[src/rtl/ide_route_pkg.sv]
package ide_route_pkg;
  typedef enum logic [1:0] {
    WK_CMD  = 2'd0,
    WK_CTRL = 2'd1,
    WK_BM   = 2'd2,
    WK_NONE = 2'd3
  } win_kind_e;

  localparam int NWIN = 5;

  function automatic int max3(input int a, input int b, input int c);
    int m;
    m = (a > b) ? a : b;
    return (m > c) ? m : c;
  endfunction
endpackage

[src/rtl/ide_win_match.sv]
module ide_win_match #(
  parameter int ADDR_W = 16,
  parameter int SIZE   = 8,
  parameter int OFF_W  = 4
) (
  input  logic [ADDR_W-1:0] base_i,
  input  logic [ADDR_W-1:0] addr_i,
  output logic              hit_o,
  output logic [OFF_W-1:0]  off_o
);
  localparam logic [ADDR_W:0] SIZE_V = (ADDR_W+1)'(SIZE);

  logic [ADDR_W:0] diff;

  // extra bit catches addr below base
  assign diff  = {1'b0, addr_i} - {1'b0, base_i};
  assign hit_o = !diff[ADDR_W] && (diff < SIZE_V);
  assign off_o = diff[OFF_W-1:0];
endmodule

[src/rtl/ide_cfg_regs.sv]
module ide_cfg_regs #(
  parameter int ADDR_W = 16,
  parameter int NWIN   = 5,
  parameter int IO_BIT = 0,
  parameter int BM_BIT = 2
) (
  input  logic                         clk_i,
  input  logic                         rst_ni,
  input  logic                         bar_we_i,
  input  logic [2:0]                   bar_idx_i,
  input  logic [ADDR_W-1:0]            bar_val_i,
  input  logic                         cmd_we_i,
  input  logic [15:0]                  cmd_val_i,
  output logic [NWIN-1:0][ADDR_W-1:0]  base_o,
  output logic                         io_en_o,
  output logic                         bm_en_o
);
  for (genvar i = 0; i < NWIN; i++) begin : g_bar
    logic ld;
    assign ld = bar_we_i && (bar_idx_i == 3'(i)) && (bar_val_i != '0);
    always_ff @(posedge clk_i or negedge rst_ni) begin
      if (!rst_ni)  base_o[i] <= '0;
      else if (ld)  base_o[i] <= bar_val_i;
    end
  end

  always_ff @(posedge clk_i or negedge rst_ni) begin
    if (!rst_ni) begin
      io_en_o <= 1'b0;
      bm_en_o <= 1'b0;
    end else if (cmd_we_i) begin
      io_en_o <= cmd_val_i[IO_BIT];
      bm_en_o <= cmd_val_i[BM_BIT];
    end
  end
endmodule

[src/rtl/ide_dev_shadow.sv]
module ide_dev_shadow (
  input  logic       clk_i,
  input  logic       rst_ni,
  input  logic       upd_i,
  input  logic       chan_i,
  input  logic       val_i,
  output logic [1:0] dev_o
);
  for (genvar c = 0; c < 2; c++) begin : g_ch
    always_ff @(posedge clk_i or negedge rst_ni) begin
      if (!rst_ni)                           dev_o[c] <= 1'b0;
      else if (upd_i && (chan_i == 1'(c)))   dev_o[c] <= val_i;
    end
  end
endmodule

[src/rtl/ide_route_dec.sv]
module ide_route_dec
  import ide_route_pkg::*;
#(
  parameter int ADDR_W   = 16,
  parameter int CMD_SZ   = 8,
  parameter int CTRL_SZ  = 4,
  parameter int BM_SZ    = 16,
  parameter int BM_SPLIT = 8,
  parameter int SEL_OFF  = 6,
  parameter int SEL_BIT  = 4,
  parameter int IO_BIT   = 0,
  parameter int BM_BIT   = 2,
  localparam int MAX_SZ  = max3(CMD_SZ, CTRL_SZ, BM_SZ),
  localparam int OFF_W   = (MAX_SZ > 1) ? $clog2(MAX_SZ) : 1
) (
  input  logic              clk_i,
  input  logic              rst_ni,
  input  logic              cfg_bar_we_i,
  input  logic [2:0]        cfg_bar_idx_i,
  input  logic [ADDR_W-1:0] cfg_bar_val_i,
  input  logic              cfg_cmd_we_i,
  input  logic [15:0]       cfg_cmd_val_i,
  input  logic              acc_valid_i,
  input  logic              acc_write_i,
  input  logic [ADDR_W-1:0] acc_addr_i,
  input  logic [2:0]        acc_size_i,
  input  logic [7:0]        acc_wdata_i,
  output logic              rsp_valid_o,
  output logic              rsp_fwd_o,
  output logic              rsp_drop_o,
  output logic              rsp_err_o,
  output logic              rsp_write_o,
  output logic [1:0]        rsp_kind_o,
  output logic              rsp_sec_o,
  output logic [OFF_W-1:0]  rsp_off_o,
  output logic [1:0]        rsp_drive_o
);
  logic [NWIN-1:0][ADDR_W-1:0] base;
  logic                        io_en, bm_en;
  logic [NWIN-1:0]             hit;
  logic [NWIN-1:0][OFF_W-1:0]  offs;
  logic [1:0]                  dev;

  ide_cfg_regs #(
    .ADDR_W(ADDR_W), .NWIN(NWIN), .IO_BIT(IO_BIT), .BM_BIT(BM_BIT)
  ) u_cfg (
    .clk_i, .rst_ni,
    .bar_we_i (cfg_bar_we_i),
    .bar_idx_i(cfg_bar_idx_i),
    .bar_val_i(cfg_bar_val_i),
    .cmd_we_i (cfg_cmd_we_i),
    .cmd_val_i(cfg_cmd_val_i),
    .base_o   (base),
    .io_en_o  (io_en),
    .bm_en_o  (bm_en)
  );

  // window i: even = command, odd = control, last = bus-master
  for (genvar i = 0; i < NWIN; i++) begin : g_win
    localparam int SZ = (i == NWIN-1) ? BM_SZ : ((i % 2) == 0 ? CMD_SZ : CTRL_SZ);
    ide_win_match #(.ADDR_W(ADDR_W), .SIZE(SZ), .OFF_W(OFF_W)) u_m (
      .base_i(base[i]),
      .addr_i(acc_addr_i),
      .hit_o (hit[i]),
      .off_o (offs[i])
    );
  end

  logic [2:0]       win_idx;
  logic             miss;
  win_kind_e        kind;
  logic             sec;
  logic [OFF_W-1:0] off;

  always_comb begin
    win_idx = 3'd7;
    for (int i = NWIN-1; i >= 0; i--)
      if (hit[i]) win_idx = 3'(i);
  end

  always_comb begin
    miss = 1'b0;
    kind = WK_NONE;
    sec  = 1'b0;
    off  = '0;
    case (win_idx)
      3'd0: begin kind = WK_CMD;  sec = 1'b0; off = offs[0]; end
      3'd1: begin kind = WK_CTRL; sec = 1'b0; off = offs[1]; end
      3'd2: begin kind = WK_CMD;  sec = 1'b1; off = offs[2]; end
      3'd3: begin kind = WK_CTRL; sec = 1'b1; off = offs[3]; end
      3'd4: begin
        kind = WK_BM;
        off  = offs[4];
        sec  = (offs[4] >= OFF_W'(BM_SPLIT));
      end
      default: miss = 1'b1;
    endcase
  end

  logic size_ok, dword_bad, gated, fwd, drop, err, sel_wr, dev_now;
  logic [1:0] drive;

  always_comb begin
    size_ok   = (acc_size_i == 3'd1) || (acc_size_i == 3'd2) || (acc_size_i == 3'd4);
    dword_bad = (acc_size_i == 3'd4) && (kind != WK_BM);
    gated     = !io_en || (acc_write_i && (kind == WK_BM) && !bm_en);
    fwd       = !miss && !gated && size_ok && !dword_bad;
    drop      = !miss && gated;
    err       = miss || (!gated && (!size_ok || dword_bad));
    sel_wr    = acc_valid_i && fwd && acc_write_i && (kind == WK_CMD) &&
                (off == OFF_W'(SEL_OFF));
    dev_now   = sel_wr ? acc_wdata_i[SEL_BIT] : dev[sec];
    drive     = miss ? 2'd0 : {sec, dev_now};
  end

  ide_dev_shadow u_dev (
    .clk_i, .rst_ni,
    .upd_i (sel_wr),
    .chan_i(sec),
    .val_i (acc_wdata_i[SEL_BIT]),
    .dev_o (dev)
  );

  always_ff @(posedge clk_i or negedge rst_ni) begin
    if (!rst_ni) begin
      rsp_valid_o <= 1'b0;
      rsp_fwd_o   <= 1'b0;
      rsp_drop_o  <= 1'b0;
      rsp_err_o   <= 1'b0;
      rsp_write_o <= 1'b0;
      rsp_kind_o  <= WK_NONE;
      rsp_sec_o   <= 1'b0;
      rsp_off_o   <= '0;
      rsp_drive_o <= '0;
    end else begin
      rsp_valid_o <= acc_valid_i;
      rsp_fwd_o   <= acc_valid_i && fwd;
      rsp_drop_o  <= acc_valid_i && drop;
      rsp_err_o   <= acc_valid_i && err;
      rsp_write_o <= acc_write_i;
      rsp_kind_o  <= kind;
      rsp_sec_o   <= sec;
      rsp_off_o   <= off;
      rsp_drive_o <= drive;
    end
  end
endmodule

[config.mk]
export PLATFORM = sky130hd
export DESIGN_NAME = ide_route_dec
export DESIGN_NICKNAME = d
export VERILOG_FILES = /design/src/rtl/ide_route_pkg.sv /design/src/rtl/ide_win_match.sv /design/src/rtl/ide_cfg_regs.sv /design/src/rtl/ide_dev_shadow.sv /design/src/rtl/ide_route_dec.sv
export SDC_FILE = /design/constraint.sdc
export NUM_CORES = 1
export LEC_CHECK = 0
export CAP_MARGIN = 20
export CORE_UTILIZATION = 40
export CTS_BUF_LIST = sky130_fd_sc_hd__clkbuf_8 sky130_fd_sc_hd__clkbuf_16
export DETAILED_ROUTE_END_ITERATION = 12
export GPL_TIMING_DRIVEN = 1
export PLACE_DENSITY = 0.62
export REMOVE_ABC_BUFFERS = 1
export SKIP_LAST_GASP = 1
export SLEW_MARGIN = 15
export SYNTH_ARGS = -nofsm -noshare
export SYNTH_HDL_FRONTEND = slang
export SYNTH_SLANG_ARGS = --single-unit
[constraint.sdc]
create_clock -name clk_i -period 3.9 [get_ports clk_i]
set_clock_uncertainty 0.2 [all_clocks]
set_input_delay 0.78 -clock clk_i [delete_from_list [all_inputs] [get_ports clk_i]]
set_output_delay 0.78 -clock clk_i [all_outputs]
set_load 0.01 [all_outputs]
==> metrics.cfg, run 1 <==
[run_status]
status = finished with violations
violations = negative setup slack

[cells_and_area]
design_area_um2 = 12600
drive_gt1_frac = 0.387
antenna_cells = 0
instances_no_fill = 1602
area_growth_pct = 50.1
finalNetCount = 1480

[cts]
numCtsBuffers = 9
cts_root_buf = clkbuf_16
clkLatencyLatePin_ns = 0.36
clock-sinks = 98
htreeDepth = 3
cts_tree = built
cts_buffer_depth = 2
ctsHoldBuffers = 0
clk_pin_slew_worst_paths_ns = 0.07

[floorplan]
rows = 52
initial_core_util = 0.412
die_w_um = 147
core_area_um2 = 20400
dieArea_um2 = 21700
die_h_um = 147
io_pins = 82

[routing]
drt_pass1_iterations = 5
wl_per_cell_um = 18.2
drt_iter0_markers = 401
drcViolationCount = 0
drtAntennaViolNets = 0
wl_um = 29200
via_per_inst = 5.53
num_vias = 8859

[global_route]
grt_use_total = 0.277
grt_pass1_wl_um = 46200
grt_pass1_vias = 8967
antenna_found_initial = 0
grt_overflow = 0
grt_max_degree = 52

[placement]
placedCellCount = 1562
place_congestion = 0.983
dpl_cell_area_um2 = 11400
port_buffers = 60
dp_hpwl_um = 22400

[sta]
fin_ws_ns = -0.481
fmaxAchievable_mhz = 228
finalCritPeriodShare = 1.12
final-hold-violation-count = 0
max_slew_margin = 0.423
setup_tns_ns = -2.08
tightest_slew_ns = 0.859
rsz0062_at_grt = yes
period_needed_ns = 4.38
setup_viol = 10
holdWs_ns = 0.239
slew_viol_final = 0

[setup_path]
startpoint_type = input pin
endpoint_kind = register
setup.worst_path.class = input pin to register
crit_fanout = 3
cp.required_ns = 3.95
cp_data_arrival_time_ns = 4.43

[yosys]
yosysWarningCount = 0
synth_edf_count = 0
ys_types = 82
synth_seq_area_share = 0.291
syn-cell-area_um2 = 8430
ys_ff_latch = 98
avgSynthCellArea_um2 = 8.61
postSynth.asyncResetShare = 1.00
syn_inst = 979
synth_flop_cell = dfrtp_1

[pwr]
leakage_nw = 5.84
max-vdd-ir-drop_mv = 0.242
total_power_mw = 5.67
pwr_density_cell_nw_per_um2 = 448

[run]
drv_cap = 0

[min_path]
hold_path_class = input pin to asynchronous set/reset pin

-- power by group --
group	total (mW)	switching, mW	leakage, nW	internal [mW]
registers	1.29	0.0907	1.20	1.20
clock network	0.980	0.417	0.161	0.563
logic	3.40	1.67	4.48	1.72
-- routing by layer --
layer / GRT usage / up-vias / wire length [um]
met5: 0 / - / 0
met4: 0.139 / 0 / 1260
met3: 0.0366 / 76 / 1310
met2: 0.467 / 237 / 13900
met1: 0.347 / 4287 / 12800
li1: - / 4259 / -
-- placed cells by master (no fill, tap or decap), types with 7 or more instances in the layout --
master / synthesis / routed
inv_1: 107 / 105
a21oi_2: 2 / 8
nand3_1: 14 / 12
o211ai_1: 7 / 7
nand2b_1: 13 / 9
o21bai_1: 7 / 7
o21a_1: 9 / 9
o21ai_0: 54 / 44
ha_4: 0 / 21
buf_4: 2 / 276
mux2i_1: 8 / 8
nor3_1: 21 / 17
nor2b_1: 14 / 13
a211oi_2: 0 / 8
o21ai_1: 1 / 9
nand2_1: 84 / 81
xnor2_1: 14 / 14
nand4_1: 14 / 14
buf_6: 2 / 16
a31oi_1: 10 / 8
xor2_1: 13 / 13
a21oi_1: 89 / 80
clkdlybuf4s50_1: 0 / 44
nor4_1: 13 / 10
and3_1: 8 / 7
ha_1: 80 / 56
a21o_1: 16 / 16
mux2_2: 68 / 67
clkbuf_16: 0 / 9
dfrtp_1: 96 / 96
nor2_1: 67 / 60
-- cell type report --
cell class / count / area (um2)
Sequential cell: 98 / 2450
Multi-Input combinational cell: 753 / 6180
Fill cell: 1715 / 7780
Inverter: 108 / 415
Tap cell: 270 / 338
Timing Repair Buffer: 357 / 2950
Clock inverter: 7 / 91.3
Clock buffer: 9 / 225
-- worst max-delay path: stages --
cell	delay, ns
dlygate4sd2_1	0.31
ha_4	0.30
nand2_2	0.07
or3_1	0.33
a211o_1	0.27
nand4_2	0.08
mux2i_1	0.08
or4_4	0.54
nor4b_4	0.40
buf_4	0.19
and2_4	0.16
o31ai_2	0.07
a221o_1	0.35
and4_1	0.20
mux2_4	0.29
-- registers in the layout, indices dropped and copies added (netlist names), 2 cells and up --
name / count
u_cfg.base_o: 80
rsp_off_o: 4
rsp_kind_o: 2
rsp_drive_o: 2
u_dev.dev_o: 2
-- cells by family after synthesis --
| kind of cell | count (synthesis) | synth area share |
|---|---|---|
| AOI/OAI and AO/OA | 273 | 0.211 |
| and+or+nand+nor | 290 | 0.176 |
| DFF | 98 | 0.291 |
| adders and majority gates | 85 | 0.131 |
| buffers and inverters | 128 | 0.0598 |
| muxes | 78 | 0.103 |
| xor gates and xnor gates | 27 | 0.0281 |
-- through the flow --
| stage | utilization | setup WS, ns |
|---|---|---|
| after CTS | 0.611 | -0.396 |
| after global placement | 0.556 | -1.38 |
| after floorplan | - | -0.886 |
| after global routing | 0.619 | -0.583 |
| after detailed placement | 0.556 | -1.45 |
| final | 0.619 | -0.481 |
-- worst paths after layout --
path | startpoint | endpoint | slack [ns] | cells past startpoint
setup / recovery | acc_addr_i[11] | u_dev.dev_o[1]$_DFFE_PN0P_ | -0.48 | 15
hold / removal | rst_ni | rsp_drop_o$_DFF_PN0_ | 0.24 | 1
setup reg to reg | u_cfg.base_o[48]$_DFFE_PN0P_ | u_dev.dev_o[1]$_DFFE_PN0P_ | -0.35 | 15
hold reg to reg | u_cfg.base_o[2]$_DFFE_PN0P_ | u_cfg.base_o[2]$_DFFE_PN0P_ | 0.29 | 2
max in group asynchronous | rst_ni | rsp_kind_o[0]$_DFF_PN1_ | 2.53 | 2
min in group clk_i | u_cfg.base_o[2]$_DFFE_PN0P_ | u_cfg.base_o[2]$_DFFE_PN0P_ | 0.29 | 2
-- what timing repair did --
item	in CTS	in global routing
setup endpoints to repair	14	14
endpoints found under the hold margin	0	0
setup buffers	22	3
gates resized for setup	166	34
pin swaps	57	13
-- synthesized netlist by cell type (all sizes together), types with 7 or more instances --
master,instances,share of area
xnor2,14,0.015
mux2,70,0.094
o21bai,7,0.0062
nor4,13,0.0097
nand3,14,0.0083
a31oi,10,0.0074
a21o,18,0.016
clkbuf,15,0.0067
nor2b,14,0.010
o2111ai,9,0.0094
and3,9,0.0068
mux2i,8,0.0095
nand2,84,0.037
nand4,15,0.012
o21ai,55,0.033
nor2,67,0.030
o21a,9,0.0080
dfrtp,96,0.29
o211ai,7,0.0062
inv,108,0.048
nor3,21,0.012
nand2b,13,0.0097
a2111oi,8,0.011
ha,80,0.12
a211oi,12,0.011
xor2,13,0.014
a21oi,91,0.055
Power figures use the tool's default switching activity.
==> run 2: changes to the inputs <==
--- a/config.mk
+++ b/config.mk
@@ -10,6 +10,7 @@
 export CTS_BUF_LIST = sky130_fd_sc_hd__clkbuf_8 sky130_fd_sc_hd__clkbuf_16
 export DETAILED_ROUTE_END_ITERATION = 12
 export GPL_TIMING_DRIVEN = 1
+export HOLD_SLACK_MARGIN = 0.1
 export PLACE_DENSITY = 0.62
 export REMOVE_ABC_BUFFERS = 1
 export SKIP_LAST_GASP = 1
==> results of run 2 <==
The final DEF is identical to that of run 1; final timing and power are the same.
==> run 3: changes to the inputs <==
--- a/config.mk
+++ b/config.mk
@@ -5,6 +5,7 @@
 export SDC_FILE = /design/constraint.sdc
 export NUM_CORES = 1
 export LEC_CHECK = 0
+export ABC_CLOCK_PERIOD_IN_PS = 3900
 export CAP_MARGIN = 20
 export CORE_UTILIZATION = 40
 export CTS_BUF_LIST = sky130_fd_sc_hd__clkbuf_8 sky130_fd_sc_hd__clkbuf_16
==> results of run 3 <==
The final DEF is identical to that of run 1; final timing and power are the same.
